==> config.mk <==
export PLATFORM = sky130hd
export DESIGN_NAME = wrap_timer
export DESIGN_NICKNAME = d
export VERILOG_FILES = /design/src/rtl/wt_pkg.sv /design/src/rtl/wt_post_pipe.sv /design/src/rtl/wt_counter.sv /design/src/rtl/wt_irq.sv /design/src/rtl/wrap_timer.sv
export SDC_FILE = /design/constraint.sdc
export NUM_CORES = 1
export LEC_CHECK = 0
export BUFFER_PORTS_ARGS = -buffer_cell sky130_fd_sc_hd__buf_2
export CAP_MARGIN = 5
export CORE_MARGIN = 3
export CORE_UTILIZATION = 45
export DETAILED_ROUTE_END_ITERATION = 6
export PLACE_DENSITY_LB_ADDON = 0.12
export SLEW_MARGIN = 10
export SYNTH_ARGS = -nofsm -noshare
export SYNTH_HDL_FRONTEND = slang
export SYNTH_SLANG_ARGS = --single-unit
==> constraint.sdc <==
create_clock -name clk -period 9.58 [get_ports clk]
set_input_delay 1.437 -clock clk [delete_from_list [all_inputs] [get_ports clk]]
set_output_delay 1.437 -clock clk [all_outputs]
set_load 0.01 [all_outputs]
==> src/rtl/wt_pkg.sv <==
package wt_pkg;
  localparam int unsigned WT_DW = 32;
  localparam int unsigned WT_AW = 3;

  // register addresses
  localparam logic [WT_AW-1:0] A_CTRL  = 3'd0;
  localparam logic [WT_AW-1:0] A_START = 3'd1;
  localparam logic [WT_AW-1:0] A_COUNT = 3'd2;
  localparam logic [WT_AW-1:0] A_IEN   = 3'd3;
  localparam logic [WT_AW-1:0] A_STAT  = 3'd4;
  localparam logic [WT_AW-1:0] A_PEND  = 3'd5;

  // control bit positions
  localparam int unsigned CB_RUN   = 0;
  localparam int unsigned CB_ARL   = 1;
  localparam int unsigned CB_LDNOW = 2;
endpackage

==> src/rtl/wt_post_pipe.sv <==
module wt_post_pipe #(
  parameter int unsigned AW  = 3,
  parameter int unsigned DW  = 32,
  parameter int unsigned LAT = 3
) (
  input  logic          clk,
  input  logic          rst_n,
  input  logic          in_vld,
  input  logic [AW-1:0] in_addr,
  input  logic [DW-1:0] in_data,
  output logic          out_vld,
  output logic [AW-1:0] out_addr,
  output logic [DW-1:0] out_data,
  output logic          busy
);
  localparam int unsigned LAST = LAT - 1;

  logic [LAT-1:0] vld_q;
  logic [AW-1:0]  addr_q [LAT];
  logic [DW-1:0]  data_q [LAT];

  always_ff @(posedge clk or negedge rst_n) begin
    if (!rst_n) begin
      vld_q <= '0;
      for (int s = 0; s < LAT; s++) begin
        addr_q[s] <= '0;
        data_q[s] <= '0;
      end
    end else begin
      vld_q[0] <= in_vld;
      if (in_vld) begin
        addr_q[0] <= in_addr;
        data_q[0] <= in_data;
      end
      for (int s = 1; s < LAT; s++) begin
        vld_q[s] <= vld_q[s-1];
        if (vld_q[s-1]) begin
          addr_q[s] <= addr_q[s-1];
          data_q[s] <= data_q[s-1];
        end
      end
    end
  end

  assign out_vld  = vld_q[LAST];
  assign out_addr = addr_q[LAST];
  assign out_data = data_q[LAST];
  assign busy     = |vld_q;
endmodule

==> src/rtl/wt_counter.sv <==
module wt_counter
  import wt_pkg::*;
#(
  parameter int unsigned AW = 3,
  parameter int unsigned DW = 32
) (
  input  logic          clk,
  input  logic          rst_n,
  input  logic          ap_vld,
  input  logic [AW-1:0] ap_addr,
  input  logic [DW-1:0] ap_data,
  output logic          run_q,
  output logic          arl_q,
  output logic [DW-1:0] start_q,
  output logic [DW-1:0] cnt_q,
  output logic          ovf
);
  localparam logic [DW-1:0] ONES = '1;

  logic          run_d, arl_d;
  logic [DW-1:0] start_d, cnt_d;
  logic          upd_en;

  always_comb begin
    run_d   = run_q;
    arl_d   = arl_q;
    start_d = start_q;
    cnt_d   = cnt_q;
    ovf     = 1'b0;
    if (run_q) begin
      if (cnt_q == ONES) begin
        ovf = 1'b1;
        if (arl_q) begin
          cnt_d = start_q;
        end else begin
          cnt_d = '0;
          run_d = 1'b0;
        end
      end else begin
        cnt_d = cnt_q + 1'b1;
      end
    end
    if (ap_vld) begin
      case (ap_addr)
        A_CTRL: begin
          run_d = ap_data[CB_RUN];
          arl_d = ap_data[CB_ARL];
          if (ap_data[CB_LDNOW]) cnt_d = start_q;
        end
        A_START: start_d = ap_data;
        A_COUNT: cnt_d   = ap_data;
        default: ;
      endcase
    end
  end

  assign upd_en = run_q | ap_vld;

  always_ff @(posedge clk or negedge rst_n) begin
    if (!rst_n) begin
      run_q   <= 1'b0;
      arl_q   <= 1'b0;
      start_q <= '0;
      cnt_q   <= '0;
    end else if (upd_en) begin
      run_q   <= run_d;
      arl_q   <= arl_d;
      start_q <= start_d;
      cnt_q   <= cnt_d;
    end
  end
endmodule

==> src/rtl/wt_irq.sv <==
module wt_irq
  import wt_pkg::*;
#(
  parameter int unsigned AW = 3
) (
  input  logic          clk,
  input  logic          rst_n,
  input  logic          ovf,
  input  logic          wr_en,
  input  logic [AW-1:0] wr_addr,
  input  logic          wr_bit0,
  output logic          stat_q,
  output logic          en_q,
  output logic          irq
);
  logic stat_d, en_d;
  logic clr, set_en;

  always_comb begin
    clr    = wr_en && (wr_addr == A_STAT) && wr_bit0;
    set_en = wr_en && (wr_addr == A_IEN);
    stat_d = ovf ? 1'b1 : (clr ? 1'b0 : stat_q);
    en_d   = set_en ? wr_bit0 : en_q;
  end

  always_ff @(posedge clk or negedge rst_n) begin
    if (!rst_n) begin
      stat_q <= 1'b0;
      en_q   <= 1'b0;
    end else begin
      if (ovf | clr) stat_q <= stat_d;
      if (set_en)    en_q   <= en_d;
    end
  end

  assign irq = stat_q & en_q;
endmodule

==> src/rtl/wrap_timer.sv <==
module wrap_timer
  import wt_pkg::*;
#(
  parameter int unsigned DW       = WT_DW,
  parameter int unsigned AW       = WT_AW,
  parameter int unsigned SYNC_LAT = 3
) (
  input  logic          clk,
  input  logic          rst_n,
  input  logic          wr_en,
  input  logic [AW-1:0] wr_addr,
  input  logic [DW-1:0] wr_data,
  input  logic [AW-1:0] rd_addr,
  output logic [DW-1:0] rd_data,
  output logic          irq
);
  logic [1:0]    rsync_q;
  logic          rst_core_n;
  logic          post_wr;
  logic          ap_vld;
  logic [AW-1:0] ap_addr;
  logic [DW-1:0] ap_data;
  logic          pend;
  logic          run_q, arl_q, ovf;
  logic [DW-1:0] start_q, cnt_q;
  logic          stat_q, en_q;

  // asynchronous assert, synchronous release
  always_ff @(posedge clk or negedge rst_n) begin
    if (!rst_n) rsync_q <= 2'b00;
    else        rsync_q <= {rsync_q[0], 1'b1};
  end
  assign rst_core_n = rsync_q[1];

  assign post_wr = wr_en && ((wr_addr == A_CTRL) || (wr_addr == A_START) ||
                             (wr_addr == A_COUNT));

  wt_post_pipe #(.AW(AW), .DW(DW), .LAT(SYNC_LAT)) u_pipe (
    .clk      (clk),
    .rst_n    (rst_core_n),
    .in_vld   (post_wr),
    .in_addr  (wr_addr),
    .in_data  (wr_data),
    .out_vld  (ap_vld),
    .out_addr (ap_addr),
    .out_data (ap_data),
    .busy     (pend)
  );

  wt_counter #(.AW(AW), .DW(DW)) u_cnt (
    .clk     (clk),
    .rst_n   (rst_core_n),
    .ap_vld  (ap_vld),
    .ap_addr (ap_addr),
    .ap_data (ap_data),
    .run_q   (run_q),
    .arl_q   (arl_q),
    .start_q (start_q),
    .cnt_q   (cnt_q),
    .ovf     (ovf)
  );

  wt_irq #(.AW(AW)) u_irq (
    .clk     (clk),
    .rst_n   (rst_core_n),
    .ovf     (ovf),
    .wr_en   (wr_en),
    .wr_addr (wr_addr),
    .wr_bit0 (wr_data[0]),
    .stat_q  (stat_q),
    .en_q    (en_q),
    .irq     (irq)
  );

  always_comb begin
    rd_data = '0;
    case (rd_addr)
      A_CTRL:  begin
        rd_data[CB_RUN] = run_q;
        rd_data[CB_ARL] = arl_q;
      end
      A_START: rd_data    = start_q;
      A_COUNT: rd_data    = cnt_q;
      A_IEN:   rd_data[0] = en_q;
      A_STAT:  rd_data[0] = stat_q;
      A_PEND:  rd_data[0] = pend;
      default: rd_data    = '0;
    endcase
  end
endmodule

==> impl_metrics.ini, run 1 <==
[detailed_routing]
via_per_inst = 5.94
post_drt_wl_per_cell_um = 20.0
route.antenna.remaining_nets = 0
dr.pass1.iters = 5
route.vias.total = 7144
routed_wl_mm = 24.1
drc_errors = 0
drt_iter0_markers = 575

[pwr]
ir_drop_uv = 134
power_frac_comb_pct = 24.5
p_per_area_nw_per_um2 = 265
pwr-share-seq_pct = 48.8
p_int_uw = 1690
power.switching_uw = 972
leakage_uw = 0.00445
power.share.clock_pct = 26.7
switching_share_pct = 36.5

[worst_setup_path]
required_ns = 8.14
cp-start-kind = input port
max_stage_delay_ns = 0.89
crit_path_frequent_cell = buf_2
crit_family = simple AND/OR/NAND/NOR gates
worst-setup-path-type = input port to primary output
crit_slowest_cell = nor3_2
crit_arrival_ns = 3.26
worst_setup_path_end_kind = primary output
path_cells = buf_2, inv_1, nor3_2, buf_4, a22o_1, buf_2
path_max_fanout = 17
crit_buf_inv = 4

[sta]
clock_skew_ns = 0.0102
setup_tns_ns = 0
fmaxAchievable_ghz = 0.213
final_max_slew_viol_count = 0
relSlewSlack_pct = 21.2
fin_ws_ns = 4.89
worst_pin_slew_ns = 1.17
setup_viol = 0
rsz0062_at_grt = no
period_needed_ns = 4.69
min_period_over_period_pct = 49.0
hold_viol = 0

[synthesis]
synth_seq_area_share_pct = 50.2
synthArstFlopShare_pct = 100
yosys_warnings = 0
synth_most_common_cell = dfrtp_1
syn-num-nets = 923
synth_top_area_share_pct = 50.2
ys.flop_type = dfrtp_1
synth_edf_count = 0
yosys-top-cells-area = dfrtp_1, mux2_2, nand2_1, a22o_1, o21ai_0
yosys.area.top_type = dfrtp_1
avgSynthCellArea_sq_um = 10.1
yosys-top-cells-count = dfrtp_1, nand2_1, mux2_2
ys_seq_elements = 178
synthCells = 881
ys_types = 67
synth_area_sq_um = 8870

[layout]
syn2layout_area_growth_pct = 13.6
drive_above_1_share_pct = 25.0
diodes = 0
nNetsFinal = 972

[place]
io_buffers = 73
pre_cts_ws_ns = 4.86
finalWeightedCongestion = 0.948
dp_hpwl_mm = 16.4

[clock_tree]
clk_pin_slew_ns = 0.07
cts_tree = yes
htree_levels = 4
clk_latency_ns = 0.43
cts.sinks = 178
cts-root-buf = clkbuf_16
ctsResizeCount = 0
cts_hold_buf = 0
clockBufferDepth = 2
cts_buffers = 17
cts_setup_buffers = 0

[grt]
grt_pass1_wl_mm = 39.1
grt_max_degree = 73
antenna_found_initial = 0
grt_use_total_pct = 23.1
grt_pass1_vias = 6796
grt_overflow = 0

[floorplanning]
die_width_um = 146
initial_core_util_pct = 46.7
ios = 74
die_y_um = 146
rows = 50
die_area_sq_um = 21400
core_sq_um = 19000

[job]
maxCapViolCount = 0

[min_path]
min_path_type = flip-flop to asynchronous set/reset pin

[status]
status = completed
[worst reg2reg max path, stage by stage (launching register included)]
cell and delay [ns]:
dfrtp_1 0.48, ha_1 0.29, and4_1 0.35, nand3_2 0.24, nor3_1 0.99, o21ai_0 0.37
a32oi_1 0.28, nand2_1 0.08
[metrics by stage]
stage / cells / utilization, % / power [uW] / area, sq um / hold slack (ns)
after floorplan: 881 / - / 1690 / 8870 / 0.331
after global placement: 1171 / 49.8 / 1940 / 9480 / 0.333
after detailed placement: 1171 / 49.8 / 1950 / 9480 / 0.340
after CTS: 1203 / 53.0 / 2670 / 10100 / 0.347
after global routing: 1203 / 53.0 / 2820 / 10100 / 0.371
final: 1203 / 53.0 / 2670 / 10100 / 0.318
[path summary, 6_finish.rpt]
kind                                            start                      endpoint  slack (ns)  cells past startpoint
setup / recovery                           rd_addr[0]                   rd_data[20]        4.89                      6
hold / removal                   rsync_q[1]$_DFF_PN0_  u_pipe.addr_q[7]$_DFFE_PN0P_        0.32                      0
setup reg to reg           u_cnt.cnt_q[0]$_DFFE_PN0P_   u_cnt.cnt_q[19]$_DFFE_PN0P_        6.39                      7
hold reg to reg                  rsync_q[1]$_DFF_PN0_  u_pipe.addr_q[7]$_DFFE_PN0P_        0.32                      0
max in group asynchronous        rsync_q[1]$_DFF_PN0_   u_cnt.cnt_q[18]$_DFFE_PN0P_        7.95                      1
min in group clk                 rsync_q[0]$_DFF_PN0_          rsync_q[1]$_DFF_PN0_        0.36                      0
[flip-flops by register name, summed over array words and instances, names as in the netlist]
register,cells
u_pipe.addr_q,6
u_cnt.start_q,32
rsync_q,2
u_cnt.arl_q,1
u_cnt.cnt_q,32
u_pipe.vld_q,3
u_irq.stat_q,1
u_irq.en_q,1
u_pipe.out_addr,3
u_pipe.out_data,32
u_pipe.data_q,64
u_cnt.run_q,1
[per-layer routing]
metal  up-vias  global-route usage, %  share of wire (%)
met5         -                      0                  0
met4         0                   7.57                2.2
met3        41                   4.84                5.3
met2       229                   34.4                 45
met1      3536                   33.8                 48
li1       3338                      -                  -
[cells by family (layout without fill, tap and decap cells)]
| kind of cell | after synthesis | in the layout | synth area share (%) |
|---|---|---|---|
| other | 1 | 1 | 0.0423 |
| muxes | 106 | 106 | 13.5 |
| xor gates and xnor gates | 4 | 4 | 0.395 |
| adders and majority gates | 1 | 1 | 0.141 |
| buffers and inverters | 71 | 133 | 3.10 |
| and+or+nand+nor | 325 | 325 | 17.6 |
| AOI/OAI and AO/OA | 195 | 195 | 15.0 |
| DFF | 178 | 178 | 50.2 |
[cells in the final DEF, fill, tap and decap left out, types with 6 or more instances in the layout]
cell         n
a211oi_1    10
and4_1       6
buf_2       73
o21ai_0     40
nor3_1      18
o32ai_1      9
inv_1       11
nand3_1     25
mux2_2     101
o211ai_1     6
a31oi_1      8
and3_1      13
o22ai_1     12
nand4_1     14
or3_1        6
a21oi_1     38
a22o_1      33
clkbuf_16   17
o31ai_1      6
nor4_1       7
nand2_1    159
buf_4       16
nor2_1      42
nand2b_1     7
dfrtp_1    177
a32oi_1      7
[power groups by stage]
stage	sequential [uW]	combinational, uW	clock, uW
finish	1300	654	713
global route	1340	726	757
CTS	1290	652	727
detailed placement	1300	649	0
global placement	1300	635	0
floorplan	1160	532	0
[area by class of cell]
class / count / area, sq um
repair buffers: 89 / 485
well taps: 260 / 325
fillers: 1813 / 8940
inverters: 12 / 45.0
flip-flops and latches: 178 / 4460
clock inverters: 14 / 171
multi-input cells: 632 / 4170
clock buffers: 18 / 429
Note: power is estimated with default switching activity, not from simulation.
==> run 2: changes to the inputs <==
Clock period 9.58 ns to 3.8 ns, I/O delays scaled along.
==> run 2 against run 1 <==
Effect of this change: clock power rose to 2.6 times the previous value; largest cell class unchanged; critical endpoint is now u_cnt.cnt_q[6]$_DFFE_PN0P_; register-to-register slack worse by 5.4 ns; count of clock-buffer cells in the layout unchanged.
==> impl_metrics.ini, run 2 (same netlist as run 1, synthesis figures left out) <==
[sta]
relSlewSlack_pct = 23.9
period_needed_ns = 2.86
setup_viol = 0
worst_pin_slew_ns = 1.13
fmaxAchievable_ghz = 0.350
hold_viol = 0
setup_tns_ns = 0
rsz0062_at_grt = no
whs_ns = 0.320
final_max_slew_viol_count = 0
clock_skew_ns = 0.0124
min_period_over_period_pct = 75.2

[layout]
diodes = 0
final_common_cell = dfrtp_1
multiInputGateArea_sq_um = 4170
regMostFlops = u_pipe.data_q
layout.cells.most_common_list = dfrtp_1, nand2_1, mux2_2
ff_latch_area_sq_um = 4460
nFillCells = 1785
nNetsFinal = 982
drive_above_1_share_pct = 25.9
largest_reg_flops = 64
syn2layout_area_growth_pct = 14.8

[worst_setup_path]
cp-start-kind = flip-flop
worst-setup-path-type = flip-flop to flip-flop
worst_setup_path_end_kind = flip-flop
crit_arrival_ns = 3.22
r2r_start = u_cnt.cnt_q[0]$_DFFE_PN0P_
required_ns = 4.16
ff2ff_setup_slack_ns = 0.94
r2r_end = u_cnt.cnt_q[6]$_DFFE_PN0P_
path_max_fanout = 10
reg2reg_depth = 7

[grt]
grt_overflow = 0
grt_pass1_wl_mm = 39.7
grt_max_degree = 55
grt_pass1_vias = 6897
grt_use_total_pct = 23.3
antenna_found_initial = 0

[detailed_routing]
drc_errors = 0
via_per_inst = 5.91
drt_iter0_markers = 742
dr.pass1.iters = 5
route.antenna.remaining_nets = 0
post_drt_wl_per_cell_um = 20.4
route.vias.total = 7171
routed_wl_mm = 24.7

[pwr]
p_per_area_nw_per_um2 = 665
ir_drop_uv = 269
leakage_uw = 0.00451
p_total_uw = 6770

[floorplanning]
initial_core_util_pct = 46.7
rows = 50
core_sq_um = 19000
die_y_um = 146
die_area_sq_um = 21400
die_width_um = 146
ios = 74

[clock_tree]
ctsResizeCount = 0
clockBufferDepth = 2
cts_buffers = 17
clk_latency_ns = 0.43
cts-root-buf = clkbuf_16
cts_tree = yes
htree_levels = 4
clk_pin_slew_ns = 0.07
cts.sinks = 178

[job]
maxCapViolCount = 0

[min_path]
whs_path_depth = 3
min_path_type = input port to flip-flop
hold-path-endpoint = u_pipe.data_q[65]$_DFFE_PN0P_
hold_start = wr_data[1]

[place]
dp_hpwl_mm = 16.8
io_buffers = 73
finalWeightedCongestion = 0.932

[status]
status = completed
## run 2: cell types whose count changed in the layout (fill, tap and decap cells not counted), sizes merged
| cell | previous run | this run |
|---|---|---|
| buf | 89 | 98 |
| dlygate4sd3 | 0 | 1 |
## run 2: cell type report
class                           instances  area share (%)
Tap cell                              260            3.19
Timing Repair Buffer                   99            5.65
Clock buffer                           18            4.31
Sequential cell                       178            43.8
Inverter                               12           0.442
Clock inverter                         14            1.69
Multi-Input combinational cell        632            40.9
## run 2: layer usage
metal  up-vias  track usage (%)  wire (um)
met5         -                0          0
li1       3321                -          -
met4         0             8.28        590
met1      3499             35.2      11600
met3        43             3.41       1680
met2       308             34.2      10800
## run 2: critical path: stages (launching register included)
cell and delay [ns]:
dfrtp_1 0.45, ha_1 0.29, and4_1 0.33, nand3_2 0.21
nor4_4 0.73, a21oi_1 0.17, or4_1 0.51, nand3_1 0.09
## run 2: stage by stage
stage / instance area, sq um / util [%] / setup slack (ns) / instances
after floorplan: 8880 / - / 0.860 / 881
after global placement: 9570 / 50.3 / 1.24 / 1180
after detailed placement: 9570 / 50.3 / 1.06 / 1180
after CTS: 10200 / 53.6 / 0.965 / 1213
after global routing: 10200 / 53.6 / 0.804 / 1213
final: 10200 / 53.6 / 0.943 / 1213
## run 2: what timing repair did
item	4_1_cts	5_1_grt
endpoints found under the setup margin	0	0
hold buffers	1	0
setup buffers	0	0
endpoints found under the hold margin	2	0
## run 2: power breakdown
part / internal, uW / leakage, uW / switching, uW / total (uW)
sequential: 2490 / 0.00221 / 781 / 3270
combinational: 819 / 0.00201 / 865 / 1680
clock: 1010 / 0.000296 / 812 / 1820
total: 4320 / 0.00451 / 2460 / 6770
## run 2: how the worst max path moves through the flow
stage,depth (start not counted),to,slack (ns),from
4_1_cts,4,rd_data[0],0.96,u_pipe.vld_q[2]$_DFF_PN0_
5_1_grt,7,u_cnt.cnt_q[6]$_DFFE_PN0P_,0.80,u_cnt.cnt_q[0]$_DFFE_PN0P_
6_report,7,u_cnt.cnt_q[6]$_DFFE_PN0P_,0.94,u_cnt.cnt_q[0]$_DFFE_PN0P_
3_5_place_dp,7,u_cnt.cnt_q[6]$_DFFE_PN0P_,1.06,u_cnt.cnt_q[0]$_DFFE_PN0P_
2_1_floorplan,0,u_cnt.arl_q$_DFFE_PN0P_,0.86,rsync_q[1]$_DFF_PN0_
3_3_place_gp,7,u_cnt.cnt_q[6]$_DFFE_PN0P_,1.24,u_cnt.cnt_q[0]$_DFFE_PN0P_
==> run 3: changes to the inputs <==
Settings changed: ABC_AREA from default to 1.
Clock period 3.8 ns to 2.7 ns, I/O delays scaled along.
==> run 3 against run 2 <==
Effect of this change: count of clock-buffer cells in the layout is the same; wire length increased by 9.6%; clock skew barely moved; highest routed layer is now met5; first-iteration DRC count rose by 13%; total power grew 46%; critical path type is now input port to primary output; register-to-register slack got worse by 0.49 ns; core utilization is 0.71 points lower.
==> impl_metrics.ini, run 3 <==
[floorplanning]
die_area_sq_um = 22800
die_y_um = 151
die_width_um = 151
ios = 74
rows = 52
initial_core_util_pct = 46.4
core_sq_um = 20400

[synthesis]
synth_most_common_cell = nand2_1
yosys.area.top_type = dfrtp_1
yosys_warnings = 0
synthCells = 1256
avgSynthCellArea_sq_um = 7.54
yosys-top-cells-count = nand2_1, dfrtp_1, inv_1
ys.flop_type = dfrtp_1
synth_edf_count = 0
synth_area_sq_um = 9470
ys_types = 39
synth_seq_area_share_pct = 47.0
synth_top_area_share_pct = 47.0
synthArstFlopShare_pct = 100
yosys-top-cells-area = dfrtp_1, nand2_1, o21ai_0, inv_1, mux2_2
syn-num-nets = 1298
ys_seq_elements = 178

[worst_setup_path]
worst_setup_path_end_kind = primary output
crit_arrival_ns = 2.13
crit_buf_inv = 5
path_cells = buf_2, inv_1, or2_2, nor2_1, inv_1, buf_4, o221ai_1, buf_2
path_max_fanout = 24
crit_start = rd_addr[0]
r2r_end = u_cnt.cnt_q[13]$_DFFE_PN0P_
r2r_start = u_cnt.cnt_q[0]$_DFFE_PN0P_
crit_family = buffers and inverters
cp-start-kind = input port
required_ns = 2.30
path_depth = 8
crit_path_end = rd_data[1]
reg2reg_depth = 15
worst-setup-path-type = input port to primary output
max_stage_delay_ns = 0.29
ff2ff_setup_slack_ns = 0.45
crit_slowest_cell = or2_2

[grt]
grt_use_total_pct = 24.4
grt_max_degree = 76
antenna_found_initial = 1
grt_overflow = 0
grt_pass1_vias = 7989
grt_pass1_wl_mm = 43.6

[detailed_routing]
drt_iter0_markers = 835
dr.pass1.iters = 6
route.antenna.remaining_nets = 0
drc_errors = 0
route.vias.total = 8533
routed_wl_mm = 27.1
via_per_inst = 5.34
post_drt_wl_per_cell_um = 16.9

[min_path]
min_path_type = input port to flip-flop

[place]
io_buffers = 73
dpl.cell_count = 1566
dp_hpwl_mm = 19.1
postPlaceCellArea_sq_um = 10200
finalWeightedCongestion = 1.03

[job]
maxCapViolCount = 0

[pwr]
leakage_uw = 0.00529
ir_drop_uv = 468
p_per_area_nw_per_um2 = 916

[layout]
regMostFlops = u_pipe.data_q
final_common_cell = nand2_1
drive_above_1_share_pct = 14.3
layout.cells.most_common_list = nand2_1, dfrtp_1, inv_1
largest_reg_flops = 64
final_cells = 1599
nNetsFinal = 1358
diodes = 0
fin_area_sq_um = 10800
syn2layout_area_growth_pct = 14.0

[sta]
final_max_slew_viol_count = 0
clock_skew_ns = 0.0125
hold_viol = 0
worst_pin_slew_ns = 0.839
relSlewSlack_pct = 44.0
setup_viol = 0
min_period_over_period_pct = 94.0
setup_tns_ns = 0
period_needed_ns = 2.54
whs_ns = 0.164
fmaxAchievable_ghz = 0.394
rsz0062_at_grt = no

[clock_tree]
cts_setup_buffers = 0
cts_buffers = 17
clockBufferDepth = 2
cts.sinks = 178
clk_latency_ns = 0.43
cts_tree = yes
clk_pin_slew_ns = 0.08
htree_levels = 4
cts-root-buf = clkbuf_16

[status]
status = completed
-- run 3: layout make-up --
class | instances | area, sq um
fill | 1990 | 9630
sequential | 178 | 4460
multi-input combinational | 872 | 4220
timing repair buffer | 100 | 608
inverter | 147 | 553
clock buffer | 18 | 439
tap | 270 | 338
clock inverter | 14 | 181
-- run 3: routing by layer --
metal,GRT usage [%],part of all wire [%]
met1,38.0,49
met4,6.35,1.8
met3,4.79,7.1
met2,34.5,42
met5,0,0.033
-- run 3: worst reg2reg max path, delay by kind of cell (launching register included) --
family,cells,cell delay (ns)
adder cells (fa/ha/maj),1,0.22
buffers and inverters,1,0.21
flip-flops,1,0.43
AND/OR/NAND/NOR,13,1.31
-- run 3: cells by family (layout without fill, tap and decap cells) --
family	count (synthesis)	count (layout)	synth area share (%)
multiplexers	32	32	3.81
AND/OR/NAND/NOR	588	588	25.5
other	1	1	0.0396
XOR/XNOR	11	11	1.02
AO/OA/AOI/OAI	239	239	14.0
flip-flops	178	178	47.0
buffers and inverters	206	279	8.42
adder cells (fa/ha/maj)	1	1	0.132
-- run 3: power by group --
part | internal (uW) | leakage [uW] | switching (uW)
combinational | 1110 | 0.00273 | 1970
sequential | 3450 | 0.00226 | 777
clock | 1360 | 0.000303 | 1210
-- run 3: repair_timing --
| action | CTS | global route |
|---|---|---|
| resized for setup | 0 | 0 |
| hold endpoints to repair | 2 | 0 |
| hold buffers | 1 | 0 |
-- run 3: metrics by stage --
stage | util, % | worst slack [ns] | total power, uW
global route | 52.9 | 0.0945 | 10600
finish | 52.9 | 0.163 | 9890
detailed placement | 49.8 | 0.248 | 7280
global placement | 49.8 | 0.211 | 7270
CTS | 52.9 | 0.245 | 9900
floorplan | - | 0.844 | 6200
-- run 3: worst min-delay path by stage --
stage                 from                             to  slack [ns]  cells after the start
2_1_floorplan        rst_n           rsync_q[0]$_DFF_PN0_        0.11                      0
3_3_place_gp         rst_n           rsync_q[0]$_DFF_PN0_        0.19                      1
3_5_place_dp         rst_n           rsync_q[0]$_DFF_PN0_        0.19                      1
4_1_cts        wr_data[19]  u_pipe.data_q[83]$_DFFE_PN0P_        0.15                      3
5_1_grt        wr_data[28]  u_pipe.data_q[92]$_DFFE_PN0P_        0.15                      3
6_report       wr_data[28]  u_pipe.data_q[92]$_DFFE_PN0P_        0.16                      3
